## config.mk

```make
export PLATFORM = sky130hd
export DESIGN_NAME = tamper_event_ctrl
export DESIGN_NICKNAME = d
export VERILOG_FILES = /design/src/rtl/tamp_pkg.sv /design/src/rtl/tamp_sync.sv /design/src/rtl/tamp_detect.sv /design/src/rtl/tamp_regs.sv /design/src/rtl/tamp_flags.sv /design/src/rtl/tamper_event_ctrl.sv
export SDC_FILE = /design/constraint.sdc
export NUM_CORES = 1
export LEC_CHECK = 0
export BUFFER_PORTS_ARGS = -buffer_cell sky130_fd_sc_hd__buf_2
export CELL_PAD_IN_SITES_DETAIL_PLACEMENT = 1
export CELL_PAD_IN_SITES_GLOBAL_PLACEMENT = 1
export CORE_ASPECT_RATIO = 0.6
export CORE_MARGIN = 10
export CORE_UTILIZATION = 30
export DETAILED_ROUTE_END_ITERATION = 12
export PLACE_DENSITY = 0.61
export SYNTH_ARGS = -nofsm -noshare
export SYNTH_HDL_FRONTEND = slang
export SYNTH_SLANG_ARGS = --single-unit
```

## constraint.sdc

```tcl
create_clock -name clk -period 2.8 [get_ports clk]
set_input_delay 0.7 -clock clk [delete_from_list [all_inputs] [get_ports clk]]
set_output_delay 0.7 -clock clk [all_outputs]
set_load 0.05 [all_outputs]
```

## src/rtl/tamp_pkg.sv

```systemverilog
package tamp_pkg;

  // filter field encodings
  typedef enum logic [1:0] {
    FLT_EDGE = 2'b00,
    FLT_L2   = 2'b01,
    FLT_L4   = 2'b10,
    FLT_L8   = 2'b11
  } flt_e;

  // control word field offsets
  localparam int unsigned POL_LSB  = 0;
  localparam int unsigned MSK_LSB  = 4;
  localparam int unsigned NOER_LSB = 8;
  localparam int unsigned IEN_LSB  = 12;
  localparam int unsigned FLT_LSB  = 16;
  localparam int unsigned MAX_CH   = 4;

  // register addresses
  localparam int unsigned CTRL_ADDR = 0;
  localparam int unsigned FLAG_ADDR = 1;

  // number of consecutive sample ticks a level must hold
  function automatic int unsigned hold_ticks(input logic [1:0] f);
    case (f)
      2'b01:   return 2;
      2'b10:   return 4;
      2'b11:   return 8;
      default: return 0;
    endcase
  endfunction

  // edge of the selected direction between two samples
  function automatic logic edge_hit(input logic pol, input logic cur, input logic prv);
    return pol ? (cur & ~prv) : (~cur & prv);
  endfunction

  // pin sits at its active level
  function automatic logic lvl_active(input logic pol, input logic cur);
    return ~(cur ^ pol);
  endfunction

endpackage

```

## src/rtl/tamp_sync.sv

```systemverilog
module tamp_sync #(
  parameter int unsigned W      = 3,
  parameter int unsigned STAGES = 2
) (
  input  logic         clk,
  input  logic         rst_n,
  input  logic [W-1:0] d,
  output logic [W-1:0] q
);

  logic [W-1:0] st [STAGES];

  for (genvar g = 0; g < STAGES; g++) begin : g_stage
    if (g == 0) begin : g_first
      always_ff @(posedge clk or negedge rst_n) begin
        if (!rst_n) st[g] <= '0;
        else        st[g] <= d;
      end
    end else begin : g_next
      always_ff @(posedge clk or negedge rst_n) begin
        if (!rst_n) st[g] <= '0;
        else        st[g] <= st[g-1];
      end
    end
  end

  assign q = st[STAGES-1];

endmodule

```

## src/rtl/tamp_detect.sv

```systemverilog
module tamp_detect
  import tamp_pkg::*;
#(
  parameter int unsigned CNT_W = 4
) (
  input  logic       clk,
  input  logic       rst_n,
  input  logic       s_i,
  input  logic       tick_i,
  input  logic       pol_i,
  input  logic [1:0] filt_i,
  output logic       det_o
);

  logic             prv_q;
  logic [CNT_W-1:0] cnt_q;
  logic [CNT_W-1:0] need;
  logic [CNT_W-1:0] need_m1;
  logic             is_edge;
  logic             active;

  assign is_edge = (filt_i == FLT_EDGE);
  assign active  = lvl_active(pol_i, s_i);
  assign need    = CNT_W'(hold_ticks(filt_i));
  assign need_m1 = need - CNT_W'(1);

  always_ff @(posedge clk or negedge rst_n) begin
    if (!rst_n) begin
      prv_q <= 1'b0;
      cnt_q <= '0;
    end else begin
      prv_q <= s_i;
      if (is_edge || !active)           cnt_q <= '0;
      else if (tick_i && cnt_q < need)  cnt_q <= cnt_q + CNT_W'(1);
    end
  end

  // level detection fires once, on the tick that completes the hold
  assign det_o = is_edge ? edge_hit(pol_i, s_i, prv_q)
                         : (active && tick_i && (cnt_q == need_m1));

endmodule

```

## src/rtl/tamp_regs.sv

```systemverilog
module tamp_regs
  import tamp_pkg::*;
#(
  parameter int unsigned NCH = 3,
  parameter int unsigned AW  = 2,
  parameter int unsigned DW  = 32
) (
  input  logic           clk,
  input  logic           rst_n,
  input  logic           wr_i,
  input  logic [AW-1:0]  addr_i,
  input  logic [DW-1:0]  wdata_i,
  input  logic [NCH-1:0] flag_i,
  output logic [DW-1:0]  rdata_o,
  output logic [NCH-1:0] pol_o,
  output logic [NCH-1:0] msk_o,
  output logic [NCH-1:0] noer_o,
  output logic [NCH-1:0] ien_o,
  output logic [1:0]     filt_o,
  output logic [NCH-1:0] clr_o
);

  localparam logic [DW-1:0] CH_ONES = DW'((64'd1 << NCH) - 64'd1);
  localparam logic [DW-1:0] CTRL_MASK = (CH_ONES << POL_LSB) | (CH_ONES << MSK_LSB)
                                      | (CH_ONES << NOER_LSB) | (CH_ONES << IEN_LSB)
                                      | (DW'(3) << FLT_LSB);

  logic [DW-1:0] ctrl_q;
  logic          sel_ctrl;
  logic          sel_flag;

  assign sel_ctrl = (addr_i == AW'(CTRL_ADDR));
  assign sel_flag = (addr_i == AW'(FLAG_ADDR));

  always_ff @(posedge clk or negedge rst_n) begin
    if (!rst_n)                ctrl_q <= '0;
    else if (wr_i && sel_ctrl) ctrl_q <= wdata_i & CTRL_MASK;
  end

  assign pol_o  = ctrl_q[POL_LSB  +: NCH];
  assign msk_o  = ctrl_q[MSK_LSB  +: NCH];
  assign noer_o = ctrl_q[NOER_LSB +: NCH];
  assign ien_o  = ctrl_q[IEN_LSB  +: NCH];
  assign filt_o = ctrl_q[FLT_LSB  +: 2];

  assign clr_o = (wr_i && sel_flag) ? wdata_i[NCH-1:0] : '0;

  always_comb begin
    rdata_o = '0;
    if (sel_ctrl)      rdata_o = ctrl_q;
    else if (sel_flag) rdata_o[NCH-1:0] = flag_i;
  end

endmodule

```

## src/rtl/tamp_flags.sv

```systemverilog
module tamp_flags #(
  parameter int unsigned NCH = 3
) (
  input  logic           clk,
  input  logic           rst_n,
  input  logic [NCH-1:0] det_i,
  input  logic [NCH-1:0] clr_i,
  input  logic [NCH-1:0] msk_i,
  input  logic [NCH-1:0] noer_i,
  output logic [NCH-1:0] flag_o,
  output logic [NCH-1:0] trig_o,
  output logic           erase_o,
  output logic [NCH-1:0] accept_o
);

  logic [NCH-1:0] flag_q;
  logic [NCH-1:0] unm_acc;
  logic [NCH-1:0] flag_n;

  // a clear in the same cycle frees the flag, so the detection is taken
  assign accept_o = det_i & (~flag_q | clr_i);
  assign unm_acc  = accept_o & ~msk_i;
  assign flag_n   = (flag_q & ~clr_i & ~msk_i) | unm_acc;

  always_ff @(posedge clk or negedge rst_n) begin
    if (!rst_n) begin
      flag_q  <= '0;
      trig_o  <= '0;
      erase_o <= 1'b0;
    end else begin
      flag_q  <= flag_n;
      trig_o  <= accept_o;
      erase_o <= |(unm_acc & ~noer_i);
    end
  end

  assign flag_o = flag_q;

endmodule

```

## src/rtl/tamper_event_ctrl.sv

```systemverilog
module tamper_event_ctrl
  import tamp_pkg::*;
#(
  parameter int unsigned NCH         = 3,
  parameter int unsigned SYNC_STAGES = 2,
  parameter int unsigned TICK_DIV    = 4,
  parameter int unsigned AW          = 2,
  parameter int unsigned DW          = 32
) (
  input  logic           clk,
  input  logic           rst_n,
  input  logic [NCH-1:0] tamper_i,
  input  logic           reg_wr_i,
  input  logic [AW-1:0]  reg_addr_i,
  input  logic [DW-1:0]  reg_wdata_i,
  output logic [DW-1:0]  reg_rdata_o,
  output logic [NCH-1:0] trig_o,
  output logic           erase_req_o,
  output logic [NCH-1:0] irq_o
);

  localparam int unsigned TW    = (TICK_DIV > 1) ? $clog2(TICK_DIV) : 1;
  localparam int unsigned CNT_W = 4;

  logic [NCH-1:0] sync_w;
  logic [NCH-1:0] det_vec;
  logic [NCH-1:0] acc_vec;
  logic [NCH-1:0] clr_vec;
  logic [NCH-1:0] flag_q;
  logic [NCH-1:0] pol_w;
  logic [NCH-1:0] msk_w;
  logic [NCH-1:0] noer_w;
  logic [NCH-1:0] ien_w;
  logic [1:0]     filt_w;
  logic [TW-1:0]  tick_cnt;
  logic           tick;

  // shared sample tick for level filtering
  assign tick = (tick_cnt == TW'(TICK_DIV - 1));

  always_ff @(posedge clk or negedge rst_n) begin
    if (!rst_n)    tick_cnt <= '0;
    else if (tick) tick_cnt <= '0;
    else           tick_cnt <= tick_cnt + TW'(1);
  end

  tamp_sync #(.W(NCH), .STAGES(SYNC_STAGES)) u_sync (
    .clk   (clk),
    .rst_n (rst_n),
    .d     (tamper_i),
    .q     (sync_w)
  );

  for (genvar c = 0; c < NCH; c++) begin : g_ch
    tamp_detect #(.CNT_W(CNT_W)) u_det (
      .clk    (clk),
      .rst_n  (rst_n),
      .s_i    (sync_w[c]),
      .tick_i (tick),
      .pol_i  (pol_w[c]),
      .filt_i (filt_w),
      .det_o  (det_vec[c])
    );
  end

  tamp_regs #(.NCH(NCH), .AW(AW), .DW(DW)) u_regs (
    .clk     (clk),
    .rst_n   (rst_n),
    .wr_i    (reg_wr_i),
    .addr_i  (reg_addr_i),
    .wdata_i (reg_wdata_i),
    .flag_i  (flag_q),
    .rdata_o (reg_rdata_o),
    .pol_o   (pol_w),
    .msk_o   (msk_w),
    .noer_o  (noer_w),
    .ien_o   (ien_w),
    .filt_o  (filt_w),
    .clr_o   (clr_vec)
  );

  tamp_flags #(.NCH(NCH)) u_flags (
    .clk      (clk),
    .rst_n    (rst_n),
    .det_i    (det_vec),
    .clr_i    (clr_vec),
    .msk_i    (msk_w),
    .noer_i   (noer_w),
    .flag_o   (flag_q),
    .trig_o   (trig_o),
    .erase_o  (erase_req_o),
    .accept_o (acc_vec)
  );

  // interrupt is never valid on a masked pin
  assign irq_o = flag_q & ien_w & ~msk_w;

endmodule

```

Word-level counts from Yosys, hierarchy flattened:

Index checks and enable logic that the tools add are counted.

* output and inout bits: 39
* word-level logic and storage cells: 98
* flip-flop bits (word level): 44
* input port bits: 40

* add/subtract/negate cells: 5
* mux-type cells: 18
* bitwise operators: 31
* order comparisons: 3
* reductions and logical operators: 20
* eq/ne operators: 8

Operators with widths (number)
* 4-bit two-way mux: 6
* 3-bit AND: 7
* 15-bit two-way mux: 1
* 4-bit by 1-bit adder with 4-bit output (second input constant): 3
* 4-bit equality test: 3
* 4-bit < comparator: 3
* 3-bit NOT: 4
* 4-bit one-hot mux with 3 select lines: 1
* 1-bit logical AND: 11
* 3-bit two-way mux: 3
* 1-bit NOT: 9
* 1-bit AND: 6
* 2-bit equality test (second input constant): 3
* 1-bit two-way mux: 6
* 3-bit OR: 2
* 2-bit nonzero test: 3
* 2-bit by 1-bit equality test with 1-bit output (second input constant): 2
* 2-bit zero test: 2
* 4-bit by 1-bit subtractor with 4-bit output (second input constant): 1
* 1-bit logical OR: 3
* 3-bit OR reduction: 1
* 1-bit bitwise XOR: 3
* 2-bit by 1-bit adder with 2-bit output (second input constant): 1
* 2-bit two-way mux: 1

Logic depth before layout (Yosys ltp):

* depth in word-level cells: 10
* gate-level depth with buffers: 8
* depth with buffers taken out: 8

Cells and area by module:

A second synthesis with hierarchy kept.

* cell total of the unflattened synthesis: 246
* area, all modules: 2755.1 sq um

Modules (own cells, without submodules)
* tamp_detect at g_ch[1].u_det ...: area each 442.9 sq um, cells each 44, seq. area each 125.1 sq um, instances 2
* tamp_regs: area each 880.8 sq um, cells each 73, seq. area each 350.3 sq um, instances 1
* tamp_detect at g_ch[0].u_det: area each 444.2 sq um, cells each 44, seq. area each 125.1 sq um, instances 1
* tamp_flags: area each 279.0 sq um, cells each 25, seq. area each 175.2 sq um, instances 1
* tamp_sync: area each 172.7 sq um, cells each 9, seq. area each 150.1 sq um, instances 1
* tamper_event_ctrl: area each 92.6 sq um, cells each 7, seq. area each 50.0 sq um, instances 1

Worst setup path after synthesis:

No wires, ideal clock.

* kind: input port to output port
* from: input reg_addr_i[0]
* to: output reg_rdata_o[16]
* arrival time: 1.932 ns
* slack: 0.168 ns
* cell stages on the path: 2
* path buffers: 1
* data required time: 2.100 ns
* path through: buf_4 > nor3_1

* word-level cells in the longest chain between the ends: 2

Ends and longest elaborated chain
* from (decl): RTL line tamper_event_ctrl.sv:14 `input logic [AW-1:0] reg_addr_i,`
* 2-bit zero test: RTL line tamp_regs.sv:32 `assign sel_ctrl = (addr_i == AW'(CTRL_ADDR));`
* 15-bit two-way mux: RTL line tamp_regs.sv:50 `if (sel_ctrl) rdata_o = ctrl_q;`
* to (decl): RTL line tamper_event_ctrl.sv:16 `output logic [DW-1:0] reg_rdata_o,`

No other way between the ends.

Final worst setup path:

* from: input reg_addr_i[1]
* to: output reg_rdata_o[13]

Same word-level chain as after synthesis.

==> run_results.csv <==
group,metric,value,unit
layout,area_growth,19.4,%
synth,yosysMostFrequentCell,"dfrtp_1",
synth,synth_top_family_by_area,"simple AND/OR/NAND/NOR gates",
route,drc,0,
flow_run,maxCapViolCount,0,
worst_setup_path,worstPathRequired,2100,ps
synth,yosys.area_share.xor_xnor,2.85,%
worst_setup_path,cpMaxStageDelayCell,"nor2_2",
route,firstDrtPassIters,4,
worst_setup_path,critPathArrivalTime,1680,ps
synth,async_flop_share,100,%
route,vias_per_cell,4.70,
worst_setup_path,worst_path_largest_cell_delay,350,ps
timing,fmaxAchievable,0.420,GHz
synth,synth_mux_area_share,6.72,%
layout,antenna_cells,0,
worst_setup_path,cp-start-kind,"input port",
layout,fillers,917,
die,start_util,31.1,%
die,fp.dieH,90.1,µm
power_and_ir_drop,power_frac_seq,36.2,%
clock_tree,post_cts_buffers,0,
global_route,first_global_vias,1967,
synth,syn_avg_cell_area,10.7,µm²
clock_tree,cts_buffer_depth,2,
worst_setup_path,crit_fanout,10,
timing,worstMarginPinSlew,573,ps
layout,finalNonFillerCells,385,
die,die_x,137,µm
placed_design,place_inst,377,
synth,synth.largest_area_cell,"dfrtp_1",
synth,synth.cell_area,2460,µm²
route,drt_iter0_markers,70,
placed_design,portBuffers,42,
synth,yosys.cell_types.count,41,
worst_setup_path,crit_chain,"buf_2, nor2_2, and2_1, buf_2",
clock_tree,hold_buffers,0,
placed_design,dp_hpwl,4940,µm
clock_tree,clkTransAtPathRegs,60,ps
synth,synth_compound_area_share,10.5,%
timing,hold_ws,348,ps
route,wl_per_cell,16.7,µm
power_and_ir_drop,clock_power_share,40.8,%
power_and_ir_drop,p_leak,1.38,nW
worst_setup_path,crit_top_cell,"buf_2",
die,io_pins,79,
route,ant_nets,0,
clock_tree,numClockSinks,44,
timing,finalHoldViolations,0,
route,vias,1811,
placed_design,gp_congestion,0.727,
power_and_ir_drop,swShare,30.6,%
global_route,grt_max_degree,45,
layout,postLayoutCellArea,2940,µm²
die,fp-row-count,25,
placed_design,placed_area,2720,µm²
synth,synth_common_cells,"dfrtp_1 (44), buf_4 (19), ha_1 (18)",
timing,period_needed,2380,ps
power_and_ir_drop,combPwrFrac,23.0,%
outcome,status,"finished clean",
clock_tree,cts_resized,0,
clock_tree,ctsHtreeMaxLevel,2,
global_route,overflow,0,
power_and_ir_drop,p_sw,0.641,mW
layout,drive_above_1_share,24.9,%
timing,fin_skew,6.93,ps
synth,yosys.area.top_type_share,44.8,%
synth,synth-simple-area-share,17.6,%
die,die-area,12300,µm²
clock_tree,clk_latency,290,ps
synth,synthAdderAreaFrac,9.16,%
synth,yosysSeqAreaShare,44.8,%
worst_hold_path,min_path_type,"reg -> reg",
timing,finalMaxSlewViolations,0,
power_and_ir_drop,intPower,1.45,mW
timing,tns,0,ps
global_route,antenna_found_initial,0,
synth,yosys_warnings,0,
synth,synthTopCellsByArea,"dfrtp_1 (45%), ha_1 (9.2%), buf_4 (5.8%), mux2_2 (5.5%), and2_1 (2.8%)",
global_route,grt_usage,10.8,%
timing,relSlewSlack,61.8,%
layout,final_core_util,37.1,%
synth,synth-seq-cells,44,
global_route,grt_pass1_wl,10700,µm
synth,synthFlopType,"dfrtp_1",
timing,rsz0062_at_grt,"no",
clock_tree,cts_buffers,5,
synth,synthCells,230,
worst_setup_path,worstSetupEndpointType,"output port",
power_and_ir_drop,peakVddDrop,0.324,mV
timing,period_share,85.1,%
timing,setup_viol,0,
worst_setup_path,crit_type,"in -> out",
clock_tree,cts_tree,"yes",
clock_tree,root_buffer,"clkbuf_16",
route,finalWirelength,6430,µm
die,fp.coreArea,7910,µm²
synth,synth_edf_count,0,
power_and_ir_drop,p_per_area,713,nW/µm²
layout,nets,334,
-- path summary, 6_finish.rpt --
path / from / endpoint / slack, ps / cells past startpoint
min: u_sync.st[3] / u_sync.q[0] / 350 / 0
max reg2reg: u_regs.ctrl_q[16] / g_ch[2].u_det.cnt_q[3] / 600 / 8
min in group asynchronous: rst_n / g_ch[2].u_det.cnt_q[0] / 490 / 2
max in group asynchronous: rst_n / u_regs.ctrl_q[17] / 1920 / 2
min reg2reg: u_sync.st[3] / u_sync.q[0] / 350 / 0
max: reg_addr_i[1] / reg_rdata_o[13] / 420 / 4
-- state kept, by name, indices dropped and copies added (netlist names) --
register	cells
g_ch.u_det.cnt_q	12
u_sync.q	3
g_ch.u_det.prv_q	3
u_flags.trig_o	3
u_flags.flag_o	3
u_sync.st	3
u_flags.erase_o	1
tick_cnt	2
u_regs.ctrl_q	14
-- per-stage QoR --
stage                     setup slack, ps  power (mW)
after detailed placement              405        1.25
final                                 418        2.09
after global routing                  353        2.20
after floorplan                       168        1.13
after global placement                465        1.24
after CTS                             406        2.12
-- layout by cell type (no fill, tap or decap), types with 4 or more instances in the layout --
master,count
nor2_1,8
xnor2_1,5
buf_2,42
o31ai_1,6
nor2b_1,4
and3b_1,6
conb_1,18
clkbuf_16,5
dfrtp_1,44
a21oi_1,13
o21ai_0,10
nand2b_1,5
inv_1,11
ha_1,18
or4_1,6
and2_1,11
nand2_1,8
mux2_2,12
-- critical path: cells and delay by family --
family                 cells  cell delay (ps)
buffers and inverters      2              430
and+or+nand+nor            2              550
-- per-layer routing --
layer  wire length (µm)  part of all wire [%]  vias up  track usage (%)
li1                   -                     -      869                -
met1               3270                    51      913             15.2
met2               2790                    43       22             15.8
met3                311                   4.8        7             3.44
met4                 50                  0.78        0             2.36
met5                  0                     0        -                0
-- power by group through the flow --
| stage | clock network (mW) | logic [mW] | registers, mW |
|---|---|---|---|
| floorplan | 0 | 0.355 | 0.776 |
| global placement | 0 | 0.472 | 0.766 |
| detailed placement | 0 | 0.483 | 0.769 |
| CTS | 0.872 | 0.485 | 0.759 |
| global route | 0.906 | 0.529 | 0.770 |
| finish | 0.854 | 0.481 | 0.758 |
-- cell families after synthesis --
| family | count (synthesis) |
|---|---|
| multiplexers | 15 |
| other | 1 |
| AO/OA/AOI/OAI | 42 |
| flip-flops | 44 |
| adder cells (fa/ha/maj) | 18 |
| XOR/XNOR | 8 |
| AND/OR/NAND/NOR | 69 |
| buffers and inverters | 33 |
-- layout make-up --
type / instances / area, µm² / area share [%]
flip-flops and latches: 44 / 1100 / 37.5
inverters: 11 / 41.3 / 1.41
clock inverters: 3 / 90.1 / 3.07
repair buffers: 44 / 225 / 7.67
clock buffers: 5 / 125 / 4.26
well taps: 108 / 135 / 4.60
multi-input cells: 170 / 1220 / 41.5
(Power assumes the default switching activity.)
